[src/rtl/wake_rtc_pkg.sv]
package wake_rtc_pkg;
  localparam int ADDR_W    = 7;
  localparam int NUM_ALARM = 2;

  localparam logic [ADDR_W-1:0] OFS_CNT     = 7'h00;
  localparam logic [ADDR_W-1:0] OFS_ST      = 7'h08;
  localparam logic [ADDR_W-1:0] OFS_DIV     = 7'h0C;
  localparam logic [ADDR_W-1:0] OFS_CLKSEL  = 7'h1C;
  localparam logic [ADDR_W-1:0] OFS_SCRATCH = 7'h40;

  localparam int TICK_FLAG_BIT = 1;
  localparam int TICK_EN_BIT   = 3;

  function automatic logic [ADDR_W-1:0] alarm_ofs(input int idx);
    return (idx == 0) ? 7'h04 : 7'h18;
  endfunction

  function automatic int alarm_flag_bit(input int idx);
    return (idx == 0) ? 0 : 4;
  endfunction

  function automatic int alarm_en_bit(input int idx);
    return (idx == 0) ? 2 : 6;
  endfunction
endpackage

[src/rtl/wake_rtc_presc.sv]
module wake_rtc_presc #(
  parameter int DIV_W = 16
) (
  input  logic             clk_i,
  input  logic             rst_ni,
  input  logic             en_i,
  input  logic [DIV_W-1:0] div_i,
  input  logic             restart_i,
  output logic             tick_o
);
  localparam int PH_W = DIV_W + 1;

  logic [PH_W-1:0] phase_q;
  logic [PH_W-1:0] limit;

  assign limit  = {div_i, 1'b1};  // 2*(div+1)-1
  // >= so a divider lowered mid-period still terminates
  assign tick_o = en_i && !restart_i && (phase_q >= limit);

  always_ff @(posedge clk_i or negedge rst_ni) begin
    if (!rst_ni)        phase_q <= '0;
    else if (restart_i) phase_q <= '0;
    else if (en_i)      phase_q <= tick_o ? '0 : phase_q + 1'b1;
  end
endmodule

[src/rtl/wake_rtc_cmp.sv]
module wake_rtc_cmp #(
  parameter int CNT_W = 32
) (
  input  logic [CNT_W-1:0] cnt_next_i,
  input  logic             adv_i,
  input  logic             en_i,
  input  logic [CNT_W-1:0] alarm_i,
  output logic             match_o
);
  assign match_o = adv_i && en_i && (cnt_next_i == alarm_i);
endmodule

[src/rtl/wake_rtc.sv]
module wake_rtc
  import wake_rtc_pkg::*;
#(
  parameter int          CNT_W   = 32,
  parameter int          DIV_W   = 16,
  parameter int unsigned DIV_RST = 1023
) (
  input  logic              clk_i,
  input  logic              rst_ni,
  input  logic              en32k_i,
  input  logic              req_i,
  input  logic              we_i,
  input  logic [ADDR_W-1:0] addr_i,
  input  logic [31:0]       wdata_i,
  output logic [31:0]       rdata_o,
  output logic              irq_o
);
  localparam logic [DIV_W-1:0] DIV_INIT = DIV_W'(DIV_RST);

  logic [CNT_W-1:0] cnt_q, cnt_next;
  logic [CNT_W-1:0] alarm_q [NUM_ALARM];
  logic [DIV_W-1:0] div_q;
  logic [1:0]       clksel_q;
  logic [31:0]      scratch_q;
  logic [NUM_ALARM-1:0] aflag_q, aen_q, amatch;
  logic             tflag_q, ten_q;
  logic             tick;
  logic             wr, wr_cnt, wr_st;
  logic [31:0]      st_word;

  assign wr       = req_i && we_i;
  assign wr_cnt   = wr && (addr_i == OFS_CNT);
  assign wr_st    = wr && (addr_i == OFS_ST);
  assign cnt_next = cnt_q + 1'b1;

  wake_rtc_presc #(.DIV_W(DIV_W)) presc_i (
    .clk_i    (clk_i),
    .rst_ni   (rst_ni),
    .en_i     (en32k_i),
    .div_i    (div_q),
    .restart_i(wr_cnt),
    .tick_o   (tick)
  );

  for (genvar g = 0; g < NUM_ALARM; g++) begin : g_alarm
    localparam int FB = alarm_flag_bit(g);
    localparam int EB = alarm_en_bit(g);
    localparam logic [ADDR_W-1:0] AOFS = alarm_ofs(g);

    wake_rtc_cmp #(.CNT_W(CNT_W)) cmp_i (
      .cnt_next_i(cnt_next),
      .adv_i     (tick),
      .en_i      (aen_q[g]),
      .alarm_i   (alarm_q[g]),
      .match_o   (amatch[g])
    );

    always_ff @(posedge clk_i or negedge rst_ni) begin
      if (!rst_ni) begin
        alarm_q[g] <= '0;
        aen_q[g]   <= 1'b0;
        aflag_q[g] <= 1'b0;
      end else begin
        if (wr && addr_i == AOFS) alarm_q[g] <= wdata_i[CNT_W-1:0];
        if (wr_st) aen_q[g] <= wdata_i[EB];
        // a new match wins over a simultaneous clear
        if (amatch[g])                 aflag_q[g] <= 1'b1;
        else if (wr_st && wdata_i[FB]) aflag_q[g] <= 1'b0;
      end
    end
  end

  always_ff @(posedge clk_i or negedge rst_ni) begin
    if (!rst_ni) begin
      cnt_q     <= '0;
      div_q     <= DIV_INIT;
      clksel_q  <= '0;
      scratch_q <= '0;
      ten_q     <= 1'b0;
      tflag_q   <= 1'b0;
    end else begin
      if (wr_cnt)    cnt_q <= wdata_i[CNT_W-1:0];
      else if (tick) cnt_q <= cnt_next;
      if (wr && addr_i == OFS_DIV)     div_q     <= wdata_i[DIV_W-1:0];
      if (wr && addr_i == OFS_CLKSEL)  clksel_q  <= wdata_i[1:0];
      if (wr && addr_i == OFS_SCRATCH) scratch_q <= wdata_i;
      if (wr_st) ten_q <= wdata_i[TICK_EN_BIT];
      if (tick && ten_q)                          tflag_q <= 1'b1;
      else if (wr_st && wdata_i[TICK_FLAG_BIT])   tflag_q <= 1'b0;
    end
  end

  always_comb begin
    st_word = '0;
    st_word[TICK_FLAG_BIT] = tflag_q;
    st_word[TICK_EN_BIT]   = ten_q;
    for (int i = 0; i < NUM_ALARM; i++) begin
      st_word[alarm_flag_bit(i)] = aflag_q[i];
      st_word[alarm_en_bit(i)]   = aen_q[i];
    end
  end

  always_comb begin
    rdata_o = '0;
    unique case (addr_i)
      OFS_CNT:     rdata_o = 32'(cnt_q);
      OFS_ST:      rdata_o = st_word;
      OFS_DIV:     rdata_o = 32'(div_q);
      OFS_CLKSEL:  rdata_o = {30'b0, clksel_q};
      OFS_SCRATCH: rdata_o = scratch_q;
      default: begin
        for (int i = 0; i < NUM_ALARM; i++)
          if (addr_i == alarm_ofs(i)) rdata_o = 32'(alarm_q[i]);
      end
    endcase
  end

  assign irq_o = |(aflag_q & aen_q) | (tflag_q & ten_q);
endmodule

[config.mk]
export PLATFORM = sky130hd
export DESIGN_NAME = wake_rtc
export DESIGN_NICKNAME = d
export VERILOG_FILES = /design/src/rtl/wake_rtc_pkg.sv /design/src/rtl/wake_rtc_presc.sv /design/src/rtl/wake_rtc_cmp.sv /design/src/rtl/wake_rtc.sv
export SDC_FILE = /design/constraint.sdc
export NUM_CORES = 1
export LEC_CHECK = 0
export ABC_AREA = 0
export CORE_AREA = 2 2 102 203
export CTS_BUF_LIST = sky130_fd_sc_hd__clkbuf_4
export CTS_CLUSTER_SIZE = 12
export DETAILED_ROUTE_END_ITERATION = 8
export DIE_AREA = 0 0 104 205
export GPL_TIMING_DRIVEN = 0
export HOLD_SLACK_MARGIN = 0.1
export PLACE_DENSITY = 0.78
export SLEW_MARGIN = 20
export SYNTH_ARGS = -nofsm -noshare
export SYNTH_HDL_FRONTEND = slang
export SYNTH_SLANG_ARGS = --single-unit
[constraint.sdc]
create_clock -name clk_i -period 6.65 [get_ports clk_i]
set_clock_uncertainty 0.05 [all_clocks]
set_input_delay 1.33 -clock clk_i [delete_from_list [all_inputs] [get_ports clk_i]]
set_output_delay 1.33 -clock clk_i [all_outputs]
set_load 0.05 [all_outputs]
==> impl_metrics.env <==
export IMPL_clockBufferDepth=2
export IMPL_power_mw=2.37
export IMPL_final_max_slew_viol_count=0
export IMPL_final_common_cell="dfrtp_1"
export IMPL_status="completed"
export IMPL_synthArstFlopShare=1.00
export IMPL_grt_usage=0.369
export IMPL_max_slew_margin=0.227
export IMPL_r2r_slack_ps=2340
export IMPL_synth_adder_area_share=0.0210
export IMPL_cts_root_buf="clkbuf_4"
export IMPL_setup_viol=0
export IMPL_overflow=0
export IMPL_final_cell_mix="159 x dfrtp_1, 105 x nand2_1, 100 x mux2_2, 96 x o21ai_0, 88 x nor2_1"
export IMPL_fmax_ghz=0.152
export IMPL_whs_path_depth=1
export IMPL_hold_viol_final=0
export IMPL_synth_compound_area_share=0.122
export IMPL_period_needed_ps=6570
export IMPL_crit_start="addr_i[5]"
export IMPL_synthSimpleGateAreaFrac=0.171
export IMPL_port_buffers=75
export IMPL_die_area_sq_um=21300
export IMPL_criticalPathCategory="in -> out"
export IMPL_areaGrowthSynthToFinish_pct=13.5
export IMPL_synth_area_per_cell_sq_um=9.60
export IMPL_clk_pin_slew_worst_paths_ps=120
export IMPL_rows=73
export IMPL_hold_buffers=0
export IMPL_synth_top_area_frac=0.371
export IMPL_cts_sinks=169
export IMPL_io_pins=77
export IMPL_htree_levels=4
export IMPL_worst_slew_pin_slew_ps=1160
export IMPL_grt_pass1_wl_um=57300
export IMPL_synth_nets=1179
export IMPL_core_area_sq_um=19700
export IMPL_initial_utilization=0.543
export IMPL_end_kind="primary output"
export IMPL_yosysWarnings=0
export IMPL_die_h_um=205
export IMPL_insertion_delay_ps=690
export IMPL_cts_tree="built"
export IMPL_place_congestion=0.995
export IMPL_start_kind="input port"
export IMPL_totalWireLength_um=38200
export IMPL_crit_required_ps=5270
export IMPL_critPathArrivalTime_ps=5190
export IMPL_place_hpwl_um=29100
export IMPL_yosysSeqAreaShare=0.396
export IMPL_first_pass_iters=6
export IMPL_syn_inst=1117
export IMPL_drive_gt1_frac=0.153
export IMPL_utilization=0.617
export IMPL_synth_edf_count=0
export IMPL_num_nets_final=1275
export IMPL_synth_xor_area_share=0.104
export IMPL_synthMuxAreaShare=0.144
export IMPL_synth_top_area_cell="dfrtp_1"
export IMPL_grt_start_max_net_pins=96
export IMPL_cp_max_fo=10
export IMPL_wl_per_cell_um=25.6
export IMPL_drc=0
export IMPL_cts_buffers=17
export IMPL_crit_reg2reg_launch="cnt_q[1]$_DFFE_PN0P_"
export IMPL_die_w_um=104
export IMPL_vias=9372
export IMPL_antenna_found_initial=1
export IMPL_grt_pass1_vias=9725
export IMPL_post_route_period_util=0.988
export IMPL_synth_area_sq_um=10700
export IMPL_synthDistinctLibCells=74
export IMPL_ant_nets=0
export IMPL_tns_ps=0
export IMPL_yosys_top_cells_area="dfrtp_1 37%, mux2_2 11%, xnor2_1 5.9%"
export IMPL_synth_seq_cells=169
export IMPL_rsz0062_at_grt="false"
export IMPL_synth_flop_cell="dfrtp_1"
export IMPL_maxCapViolCount=0
export IMPL_via_per_inst=6.29
export IMPL_leakagePower_nw=5.17
export IMPL_reg2reg_depth=9
export IMPL_hold_class="reg -> reg"
export IMPL_p_per_area_nw_per_um2=195
export IMPL_drt_iter0_markers=676
export IMPL_ir_drop_v=0.000166
export IMPL_min_from="scratch_q[6]$_DFFE_PN0P_"
export IMPL_synth_top_family_by_area="simple AND/OR/NAND/NOR gates"
==> state kept, by name, indices dropped and copies added, names as in the netlist <==
register         count
alarm_q             64
cnt_q               32
scratch_q           32
presc_i.phase_q     17
div_q               16
aen_q                2
aflag_q              2
clksel_q             2
ten_q                1
tflag_q              1
==> per-stage QoR <==
step	hold slack [ps]	cell area, sq um	std cells	setup WS (ps)
final	474	12200	1489	82.4
after global routing	487	12200	1489	5.00
after CTS	476	12200	1488	108
after detailed placement	446	11800	1456	-347
after global placement	438	11800	1454	-2870
after floorplan	416	10700	1117	1450
==> layer usage <==
metal,track usage,share of wire,up-vias
met4,0.387,0.12,0
met2,0.656,0.51,409
met1,0.346,0.32,4568
met5,0,0,-
li1,-,-,4175
met3,0.0557,0.044,220
==> report_power, final <==
part           internal (mW)  switching (mW)
registers               1.11          0.0806
clock network          0.304           0.386
logic                  0.208           0.289
==> worst max-delay path, stage by stage <==
cell	delay (ps)
clkdlybuf4s50_1	390
or3_1	440
or3b_2	480
clkbuf_1	210
nor3_4	600
clkbuf_2	470
a22oi_1	140
o21ai_0	220
clkdlybuf4s50_1	890
==> area by class of cell <==
cell class | count | area, sq um
Fill cell | 1747 | 7560
Multi-Input combinational cell | 843 | 6040
Sequential cell | 169 | 4240
Timing Repair Buffer | 77 | 788
Buffer | 78 | 348
Tap cell | 262 | 328
Clock inverter | 13 | 176
Clock buffer | 19 | 143
Inverter | 27 | 101
Antenna cell | 1 | 2.50
==> cell usage after synthesis (6+ instances only) <==
cell type and number:
nor3_1 19, nor2_1 88, a21oi_1 42, or3_1 7
dfrtp_1 159, mux2_2 100, and3_1 6, nand2_1 105
nand3_1 29, inv_1 27, a22oi_1 13, or4_1 7
and4_1 8, o22ai_1 10, xor2_1 32, dfstp_2 10
ha_1 18, clkbuf_1 53, o21ai_0 96, nor4_1 11
and2_1 8, mux2i_1 42, buf_2 15, xnor2_1 72
nor2b_1 9, nand4_1 23
==> worst paths after layout <==
| path | end |
|---|---|
| setup reg to reg | aflag_q[1]$_DFFE_PN0P_ |
| max in group asynchronous | cnt_q[20]$_DFFE_PN0P_ |
| setup / recovery | rdata_o[9] |
| hold reg to reg | scratch_q[6]$_DFFE_PN0P_ |
| min in group asynchronous | alarm_q[25]$_DFFE_PN0P_ |
| hold / removal | scratch_q[6]$_DFFE_PN0P_ |
==> logic make-up (layout without fill, tap and decap cells) <==
group | Yosys count | after routing
muxes | 142 | 142
DFF | 169 | 169
other | 0 | 1
xor gates and xnor gates | 113 | 113
and+or+nand+nor | 355 | 355
buffers and inverters | 105 | 214
AOI/OAI and AO/OA | 215 | 215
adders and majority gates | 18 | 18
==> timing repair <==
item	4_1_cts	5_1_grt
setup buffers	0	0
endpoints found under the setup margin	20	0
resized for setup	2	0
Note: power is estimated with default switching activity, not from simulation.
